===== config.mk =====
export PLATFORM = sky130hd
export DESIGN_NAME = pcm_patgen
export DESIGN_NICKNAME = d
export VERILOG_FILES = /design/src/rtl/pcm_patgen_pkg.sv /design/src/rtl/pg_frame_seq.sv /design/src/rtl/pg_word_sel.sv /design/src/rtl/pg_serializer.sv /design/src/rtl/pcm_patgen.sv
export SDC_FILE = /design/constraint.sdc
export NUM_CORES = 1
export LEC_CHECK = 0
export BUFFER_PORTS_ARGS = -buffer_cell sky130_fd_sc_hd__buf_2
export CORE_UTILIZATION = 36
export CTS_CLUSTER_DIAMETER = 80
export CTS_CLUSTER_SIZE = 25
export DETAILED_ROUTE_END_ITERATION = 8
export GPL_TIMING_DRIVEN = 0
export PLACE_DENSITY = 0.59
export SYNTH_ARGS = -nofsm -noshare
export SYNTH_HDL_FRONTEND = slang
export SYNTH_SLANG_ARGS = --single-unit

===== constraint.sdc =====
create_clock -name clk -period 1.6 [get_ports clk]
set_clock_uncertainty 0.15 [all_clocks]
set_input_delay 0.24 -clock clk [delete_from_list [all_inputs] [get_ports clk]]
set_output_delay 0.24 -clock clk [all_outputs]
set_load 0.01 [all_outputs]

===== src/rtl/pcm_patgen_pkg.sv =====
package pcm_patgen_pkg;
   localparam int unsigned MARK_W = 8;

   // Fixed marker word for a sequence index (index 0 is the programmable word)
   function automatic logic [MARK_W-1:0] marker_word(input int unsigned idx);
      logic [MARK_W-1:0] w;
      case (idx)
         1:       w = 8'b0000_0001;
         2:       w = 8'b1000_0000;
         3:       w = 8'b0001_0000;
         default: w = '0;
      endcase
      return w;
   endfunction
endpackage


===== src/rtl/pg_frame_seq.sv =====
module pg_frame_seq #(
   parameter int unsigned       SEQ_LEN       = 4,
   parameter int unsigned       WORD_W        = 8,
   parameter logic [WORD_W-1:0] DEFAULT_SEL_N = 8'b0101_0110,
   parameter bit                DEFAULT_FOUR  = 1'b0,
   localparam int unsigned      IDX_W         = $clog2(SEQ_LEN)
) (
   input  logic              clk,
   input  logic              rst_n,
   input  logic              frame_sync,
   input  logic              four_word,
   input  logic [WORD_W-1:0] word_sel_n,
   output logic [IDX_W-1:0]  word_idx,
   output logic [WORD_W-1:0] prog_word,
   output logic              cyc_start
);
   localparam logic [IDX_W-1:0] LAST = IDX_W'(SEQ_LEN - 1);

   logic [IDX_W-1:0] frame_cnt;
   logic             mode_q;
   logic             wrap;

   assign wrap = frame_sync && (frame_cnt == LAST);

   always_ff @(posedge clk or negedge rst_n) begin
      if (!rst_n) begin
         frame_cnt <= '0;
         mode_q    <= DEFAULT_FOUR;
         prog_word <= ~DEFAULT_SEL_N;
         cyc_start <= 1'b0;
      end else begin
         cyc_start <= wrap;
         if (wrap) begin
            frame_cnt <= '0;
            mode_q    <= four_word;
            prog_word <= ~word_sel_n;
         end else if (frame_sync) begin
            frame_cnt <= frame_cnt + 1'b1;
         end
      end
   end

   assign word_idx = mode_q ? frame_cnt : '0;

   AST_ONE_WORD_IDX: assert property (@(posedge clk) disable iff (!rst_n)
      !mode_q |-> (word_idx == '0));

   AST_IDX_STEP: assert property (@(posedge clk) disable iff (!rst_n)
      (frame_sync && mode_q && !wrap) |=> (word_idx == IDX_W'($past(word_idx) + 1'b1)));

   AST_CFG_HOLD: assert property (@(posedge clk) disable iff (!rst_n)
      !wrap |=> ($stable(prog_word) && $stable(mode_q)));

   AST_CYC_IDX_ZERO: assert property (@(posedge clk) disable iff (!rst_n)
      cyc_start |-> (word_idx == '0));
endmodule


===== src/rtl/pg_word_sel.sv =====
module pg_word_sel #(
   parameter int unsigned  SEQ_LEN = 4,
   parameter int unsigned  WORD_W  = 8,
   localparam int unsigned IDX_W   = $clog2(SEQ_LEN)
) (
   input  logic [IDX_W-1:0]  word_idx,
   input  logic [WORD_W-1:0] prog_word,
   output logic [WORD_W-1:0] cur_word
);
   logic [WORD_W-1:0] table_w [SEQ_LEN];

   assign table_w[0] = prog_word;

   for (genvar g = 1; g < SEQ_LEN; g++) begin : g_marker
      assign table_w[g] = WORD_W'(pcm_patgen_pkg::marker_word(g));
   end

   assign cur_word = table_w[word_idx];
endmodule


===== src/rtl/pg_serializer.sv =====
module pg_serializer #(
   parameter int unsigned  WORD_W    = 8,
   parameter bit           MSB_FIRST = 1'b1,
   localparam int unsigned CNT_W     = $clog2(WORD_W)
) (
   input  logic              clk,
   input  logic              rst_n,
   input  logic              slot_en,
   input  logic              bit_phase,
   input  logic [WORD_W-1:0] cur_word,
   output logic              ser_out
);
   localparam logic [CNT_W-1:0] TOP = CNT_W'(WORD_W - 1);

   logic [CNT_W-1:0] bit_cnt;
   logic [CNT_W-1:0] pick;

   if (MSB_FIRST) begin : g_msb
      assign pick = TOP - bit_cnt;
   end else begin : g_lsb
      assign pick = bit_cnt;
   end

   always_ff @(posedge clk or negedge rst_n) begin
      if (!rst_n) begin
         bit_cnt <= '0;
         ser_out <= 1'b0;
      end else begin
         ser_out <= slot_en & cur_word[pick];
         if (!slot_en)
            bit_cnt <= '0;
         else if (bit_phase)
            bit_cnt <= bit_cnt + 1'b1;
      end
   end

   AST_IDLE_LOW: assert property (@(posedge clk) disable iff (!rst_n)
      !slot_en |=> !ser_out);

   AST_CNT_CLEAR: assert property (@(posedge clk) disable iff (!rst_n)
      !slot_en |=> (bit_cnt == '0));

   AST_CNT_HOLD: assert property (@(posedge clk) disable iff (!rst_n)
      (slot_en && !bit_phase) |=> $stable(bit_cnt));
endmodule


===== src/rtl/pcm_patgen.sv =====
module pcm_patgen #(
   parameter int unsigned       SEQ_LEN       = 4,
   parameter int unsigned       WORD_W        = 8,
   parameter logic [WORD_W-1:0] DEFAULT_SEL_N = 8'b0101_0110,
   parameter bit                DEFAULT_FOUR  = 1'b0,
   parameter bit                MSB_FIRST     = 1'b1,
   localparam int unsigned      IDX_W         = $clog2(SEQ_LEN)
) (
   input  logic              clk,
   input  logic              rst_n,
   input  logic              frame_sync,
   input  logic              slot_en,
   input  logic              bit_phase,
   input  logic              four_word,
   input  logic [WORD_W-1:0] word_sel_n,
   output logic              ser_out,
   output logic [IDX_W-1:0]  word_idx,
   output logic              cyc_start
);
   if (WORD_W != 8) begin : g_bad_width
      $error("pcm_patgen: WORD_W must be 8");
   end
   if (SEQ_LEN != 4) begin : g_bad_len
      $error("pcm_patgen: SEQ_LEN must be 4");
   end

   logic [WORD_W-1:0] prog_word;
   logic [WORD_W-1:0] cur_word;

   pg_frame_seq #(
      .SEQ_LEN      (SEQ_LEN),
      .WORD_W       (WORD_W),
      .DEFAULT_SEL_N(DEFAULT_SEL_N),
      .DEFAULT_FOUR (DEFAULT_FOUR)
   ) seq_i (
      .clk       (clk),
      .rst_n     (rst_n),
      .frame_sync(frame_sync),
      .four_word (four_word),
      .word_sel_n(word_sel_n),
      .word_idx  (word_idx),
      .prog_word (prog_word),
      .cyc_start (cyc_start)
   );

   pg_word_sel #(
      .SEQ_LEN(SEQ_LEN),
      .WORD_W (WORD_W)
   ) sel_i (
      .word_idx (word_idx),
      .prog_word(prog_word),
      .cur_word (cur_word)
   );

   pg_serializer #(
      .WORD_W   (WORD_W),
      .MSB_FIRST(MSB_FIRST)
   ) ser_i (
      .clk      (clk),
      .rst_n    (rst_n),
      .slot_en  (slot_en),
      .bit_phase(bit_phase),
      .cur_word (cur_word),
      .ser_out  (ser_out)
   );

   AST_MARKER_ONE_HOT: assert property (@(posedge clk) disable iff (!rst_n)
      (word_idx != '0) |-> ($countones(cur_word) == 1));

   AST_PROG_AT_ZERO: assert property (@(posedge clk) disable iff (!rst_n)
      (word_idx == '0) |-> (cur_word == prog_word));
endmodule


==> results.py, run 1 <==
metrics = {
    "pwr": {
        "power_density_nw_per_um2": 1360,
        "p_leak_nw": 0.491,
        "peakVddDrop_mv": 0.725,
    },
    "run": {
        "cap_violations": 0,
    },
    "synth": {
        "ys_warn_count": 0,
        "synthDistinctLibCells": 29,
        "ys_ff_latch": 16,
        "ys_seq_area_share_pct": 54.6,
        "avgSynthCellArea_um2": 10.6,
        "synth_area_um2": 742,
        "synth.net_count": 86,
        "syn-instance-count": 70,
    },
    "placement": {
        "port_buffers": 17,
        "placed_area_um2": 861,
        "place_congestion": 0.699,
        "place_ws_ns": 0.0921,
    },
    "drt": {
        "drt_iter0_drc": 2,
        "wire_per_inst_um": 10.3,
        "routed_wl_mm": 1.31,
        "first_pass_iters": 4,
        "route.detailed.drc": 0,
        "vias": 574,
        "final_antenna_net_count": 0,
        "vias_per_cell": 4.52,
    },
    "sta": {
        "fmax_mhz": 691,
        "worst_slew_margin_rel_pct": 77.1,
        "finalHoldViolCount": 0,
        "timing.final.crit_share_pct": 90.4,
        "setup_ws_ns": 0.153,
        "setup_violations": 0,
        "final.setup.tns_ns": 0,
        "timing.hold.ws_ns": 0.0320,
        "period_needed_ns": 1.45,
        "drv_slew": 0,
        "rsz0062_at_grt": "no",
        "tightest_slew_ns": 0.344,
    },
    "min_path": {
        "hold_class": "input port to register",
    },
    "clock_network": {
        "tritoncts": "yes",
        "htreeDepth": 1,
        "postCtsSetupBuffers": 0,
        "clkSlewWorstSetupHoldPaths_ns": 0.09,
        "clk_latency_ns": 0.28,
        "cts_sinks": 16,
        "cts_buffer_depth": 2,
        "cts_root_buf": "clkbuf_4",
        "cts_made_buffers": 3,
    },
    "layout": {
        "area_growth_pct": 33.4,
        "stdcell_area_um2": 990,
        "final_common_cell": "buf_2",
        "antennaDiodeCount": 0,
        "drive_gt1_share_pct": 35.0,
        "final_cell_mix": "buf_2, dfrtp_1, nand2_1, dlygate4sd3_1, o21ai_0",
        "num-nets-final": 117,
    },
    "floorplanning": {
        "ios": 18,
        "dieWidth_um": 47.4,
        "die_y_um": 47.4,
        "die_area_um2": 2250,
        "rows": 16,
        "initial_core_util_pct": 38.2,
        "fp.coreArea_um2": 1940,
    },
    "grt": {
        "grt_max_degree": 17,
        "overflow": 0,
        "antenna_found_initial": 0,
        "grt_pass1_wl_mm": 2.15,
        "grt_pass1_vias": 533,
        "grt_usage_pct": 13.8,
    },
    "setup_path": {
        "critPathKind": "register to primary output",
        "end_kind": "primary output",
        "crit_path_top_delay_cell": "dfrtp_1",
        "crit_fanout": 4,
        "crit_arrival_ns": 1.06,
        "worstSetupStartpointType": "register",
        "cp_slowest_stage_delay_ns": 0.42,
        "crit_required_ns": 1.21,
        "crit_path_cell_trace": "nand2_1 -> inv_1 -> buf_2",
    },
    "status": {
        "status": "finished, final reports clean",
    },
}
==> path summary, 6_finish.rpt <==
path,depth (start not counted),slack (ns),end,start
setup / recovery,3,0.15,word_idx[1],seq_i.frame_cnt[1]
hold / removal,2,0.03,seq_i.frame_cnt[0],frame_sync
setup reg to reg,4,0.17,ser_i.ser_out,ser_i.bit_cnt[1]
min in group asynchronous,2,0.23,ser_i.bit_cnt[1],rst_n
hold reg to reg,2,0.34,seq_i.prog_word[5],seq_i.prog_word[5]
max in group asynchronous,2,0.77,seq_i.prog_word[3],rst_n
==> critical path, delay by kind of cell, from the launching register on <==
kind,cells,cell delay [ns]
buffers and inverters,2,0.21
DFF,1,0.42
and+or+nand+nor,1,0.14
==> cells in the mapped netlist <==
cell type  instances  area, µm²
dfrtp_1           12        300
nand2_1           12       45.0
o21ai_0            8       40.0
dfstp_2            4        105
inv_1              3       11.3
a21oi_1            2       10.0
and2_1             2       12.5
buf_2              2       10.0
ha_1               2       25.0
mux2_2             2       22.5
mux2i_1            2       20.0
nand3_1            2       10.0
a31oi_1            1       6.26
a41o_1             1       10.0
inv_2              1       3.75
mux2_4             1       15.0
nand2_2            1       6.26
nand2b_1           1       6.26
nand3_2            1       10.0
nand4b_1           1       8.76
nor2_1             1       3.75
nor2b_1            1       6.26
nor3_1             1       5.00
nor3b_1            1       7.51
o211ai_1           1       7.51
o21ai_1            1       5.00
o21bai_2           1       11.3
xnor2_1            1       8.76
xor2_1             1       8.76
==> state kept, by name, indices dropped and copies added (netlist names) <==
signal and cells:
seq_i.cyc_start 1, seq_i.mode_q 1, ser_i.bit_cnt 3, seq_i.prog_word 8, ser_i.ser_out 1, seq_i.frame_cnt 2
==> layout make-up <==
class,count,area (µm²)
Fill cell,202,952
Multi-Input combinational cell,48,314
Tap cell,27,33.8
Sequential cell,16,405
Buffer,2,10.0
Timing Repair Buffer,26,175
Inverter,4,15.0
Clock buffer,4,36.3
==> where the power goes <==
group / leakage (nW) / total (mW) / switching (mW) / internal, mW
sequential: 0.194 / 0.673 / 0.0914 / 0.581
combinational: 0.276 / 0.414 / 0.208 / 0.206
clock: 0.0210 / 0.264 / 0.125 / 0.138
total: 0.491 / 1.35 / 0.425 / 0.926
==> cells by family (layout without fill, tap and decap cells) <==
kind of cell / after synthesis / in the layout / synth area share [%]
compound gates: 15 / 15 / 12.1
simple gates: 24 / 24 / 16.4
flops: 16 / 16 / 54.6
fa+ha+maj: 2 / 2 / 3.37
buf+inv: 6 / 36 / 3.37
xor+xnor: 2 / 2 / 2.36
mux: 5 / 5 / 7.76
==> metrics by stage <==
stage	cells	power, mW	utilization [%]
floorplan	70	0.956	-
global placement	114	1.07	44.3
detailed placement	114	1.08	44.3
CTS	127	1.37	50.8
global route	127	1.47	51.0
finish	127	1.35	51.0
==> layer usage <==
metal  wire [µm]  vias to the layer above  GRT usage, %
li1            -                      297             -
met1         634                      265          18.9
met2         623                       10          21.1
met3          38                        2          2.31
met4           8                        0          6.86
met5           0                        -             0
==> what timing repair did <==
item | 4_1_cts | 5_1_grt
endpoints found under the hold margin | 24 | 0
gates resized for setup | 0 | 1
hold buffers | 9 | 0
setup endpoints to repair | 0 | 3
(Power assumes the default switching activity.)
==> run 2, diff against run 1 <==
--- a/config.mk
+++ b/config.mk
@@ -5,13 +5,13 @@
 export SDC_FILE = /design/constraint.sdc
 export NUM_CORES = 1
 export LEC_CHECK = 0
-export BUFFER_PORTS_ARGS = -buffer_cell sky130_fd_sc_hd__buf_2
-export CORE_UTILIZATION = 36
+export BUFFER_PORTS_ARGS = -buffer_cell sky130_fd_sc_hd__buf_4
+export CORE_UTILIZATION = 50
 export CTS_CLUSTER_DIAMETER = 80
 export CTS_CLUSTER_SIZE = 25
 export DETAILED_ROUTE_END_ITERATION = 8
 export GPL_TIMING_DRIVEN = 0
-export PLACE_DENSITY = 0.59
+export PLACE_DENSITY = 0.77
 export SYNTH_ARGS = -nofsm -noshare
 export SYNTH_HDL_FRONTEND = slang
 export SYNTH_SLANG_ARGS = --single-unit
==> run 2 against run 1 <==
  * Design area rose by 3.8%
  * Global-route usage grew 11 points
  * Critical path depth stayed put
  * Sequential power hardly changed
  * Count of clock-buffer cells in the layout did not move
  * Flip-flop and latch count stayed put
  * Die area fell by 27%
  * First-iteration DRC count grew to 3.0 times the previous value
  * Critical endpoint unchanged
==> results.py, run 2 (synthesis results as in run 1) <==
metrics = {
    "status": {
        "status": "finished, final reports clean",
    },
    "pwr": {
        "peakVddDrop_mv": 0.706,
        "p_leak_nw": 0.508,
        "power_density_nw_per_um2": 1380,
    },
    "clock_network": {
        "tritoncts": "yes",
        "htreeDepth": 1,
        "clkSlewWorstSetupHoldPaths_ns": 0.09,
        "cts_buffer_depth": 2,
        "postCtsSetupBuffers": 0,
        "cts_made_buffers": 3,
        "cts_root_buf": "clkbuf_4",
        "clk_latency_ns": 0.29,
        "cts_sinks": 16,
    },
    "sta": {
        "worst_slew_margin_rel_pct": 82.6,
        "setup_violations": 0,
        "final.setup.tns_ns": 0,
        "drv_slew": 0,
        "finalHoldViolCount": 0,
        "rsz0062_at_grt": "no",
        "tightest_slew_ns": 0.262,
        "timing.final.crit_share_pct": 91.8,
        "period_needed_ns": 1.47,
        "timing.hold.ws_ns": 0.0207,
        "fmax_mhz": 681,
    },
    "setup_path": {
        "cp_top_family": "flip-flops",
        "r2r.worst_path.cells": 3,
        "crit_path_cell_trace": "nand2_1 -> inv_1 -> buf_4",
        "crit_fanout": 4,
        "worstSetupStartpointType": "register",
        "crit_path_top_delay_cell": "dfrtp_1",
        "cp_slowest_stage_delay_ns": 0.42,
        "path_buf_inv": 2,
        "crit_cells": 3,
        "crit_required_ns": 1.21,
        "crit_arrival_ns": 1.08,
        "end_kind": "primary output",
        "critPathKind": "register to primary output",
    },
    "min_path": {
        "min_path_cells": 2,
        "hold_class": "input port to register",
    },
    "grt": {
        "grt_pass1_wl_mm": 2.43,
        "grt_max_degree": 17,
        "antenna_found_initial": 0,
        "grt_usage_pct": 24.6,
        "overflow": 0,
        "grt_pass1_vias": 532,
    },
    "floorplanning": {
        "initial_core_util_pct": 55.6,
        "fp.coreArea_um2": 1330,
        "die_area_um2": 1640,
        "die_y_um": 40.5,
        "dieWidth_um": 40.5,
        "rows": 13,
        "ios": 18,
    },
    "drt": {
        "final_antenna_net_count": 0,
        "route.detailed.drc": 0,
        "routed_wl_mm": 1.49,
        "first_pass_iters": 3,
        "wire_per_inst_um": 12.9,
        "vias": 594,
        "vias_per_cell": 5.12,
        "drt_iter0_drc": 6,
    },
    "layout": {
        "drive_gt1_share_pct": 34.7,
        "stdcell_area_um2": 1030,
        "area_growth_pct": 38.4,
        "num-nets-final": 118,
        "antennaDiodeCount": 0,
        "final_common_cell": "buf_4",
        "reg_top3": "seq_i.prog_word (8), ser_i.bit_cnt (3), seq_i.frame_cnt (2)",
        "final_cell_mix": "buf_4, dfrtp_1, nand2_1, dlygate4sd3_1, o21ai_0",
        "top_register": "seq_i.prog_word",
        "largest_reg_flops": 8,
        "layout.cells.non_filler": 116,
    },
    "placement": {
        "port_buffers": 17,
        "placed_area_um2": 888,
        "dp.cells": 102,
        "place_hpwl_mm": 1.02,
        "place_congestion": 0.777,
    },
    "run": {
        "cap_violations": 0,
    },
}
[run 2: cell types whose count changed in the layout (fill, tap and decap cells not counted), sizes merged]
| cell | before | now |
|---|---|---|
| dlygate4sd3 | 9 | 10 |
[run 2: report_power, final]
group	leakage (nW)	total [mW]	switching (mW)	internal [mW]
clock network	0.0210	0.274	0.135	0.139
registers	0.194	0.676	0.0935	0.582
logic	0.292	0.465	0.229	0.236
[run 2: final timing paths]
kind / start / to / slack [ns]
worst max-delay path: seq_i.frame_cnt[1] / word_idx[1] / 0.13
worst min-delay path: four_word / seq_i.mode_q / 0.02
worst max register to register: seq_i.frame_cnt[0] / seq_i.mode_q / 0.16
worst min register to register: seq_i.prog_word[1] / seq_i.prog_word[1] / 0.34
max in group asynchronous: rst_n / seq_i.prog_word[3] / 0.88
min in group asynchronous: rst_n / seq_i.frame_cnt[0] / 0.18
[run 2: layout make-up]
cell class | instances | area [µm²]
Clock buffer | 4 | 36.3
Sequential cell | 16 | 405
Fill cell | 103 | 307
Tap cell | 15 | 18.8
Inverter | 4 | 15.0
Buffer | 2 | 10.0
Timing Repair Buffer | 27 | 228
Multi-Input combinational cell | 48 | 314
[run 2: timing repair]
| action | in CTS | in global routing |
|---|---|---|
| endpoints found under the hold margin | 25 | 0 |
| gates resized for setup | 0 | 1 |
| endpoints found under the setup margin | 0 | 3 |
| hold buffers | 10 | 0 |
[run 2: stage by stage]
stage,utilization [%],power [mW],worst slack [ns]
6_report,77.0,1.41,0.131
5_1_grt,77.0,1.52,0.0553
4_1_cts,76.8,1.42,0.0836
3_3_place_gp,66.6,1.10,0.106
3_5_place_dp,66.6,1.13,0.106
2_1_floorplan,-,0.956,0.206
[run 2: worst reg2reg max path, cell delays in order (launching register included)]
cell and delay, ns:
dfrtp_1 0.43, ha_1 0.25, nand2_2 0.16, mux2_2 0.35
[run 2: layer usage]
| layer | vias to the layer above | part of all wire [%] | track usage [%] |
|---|---|---|---|
| li1 | 300 | - | - |
| met1 | 276 | 43 | 27.9 |
| met2 | 14 | 50 | 39.7 |
| met3 | 4 | 4.6 | 10.0 |
| met4 | 0 | 2.4 | 12.5 |
| met5 | - | 0 | 0 |
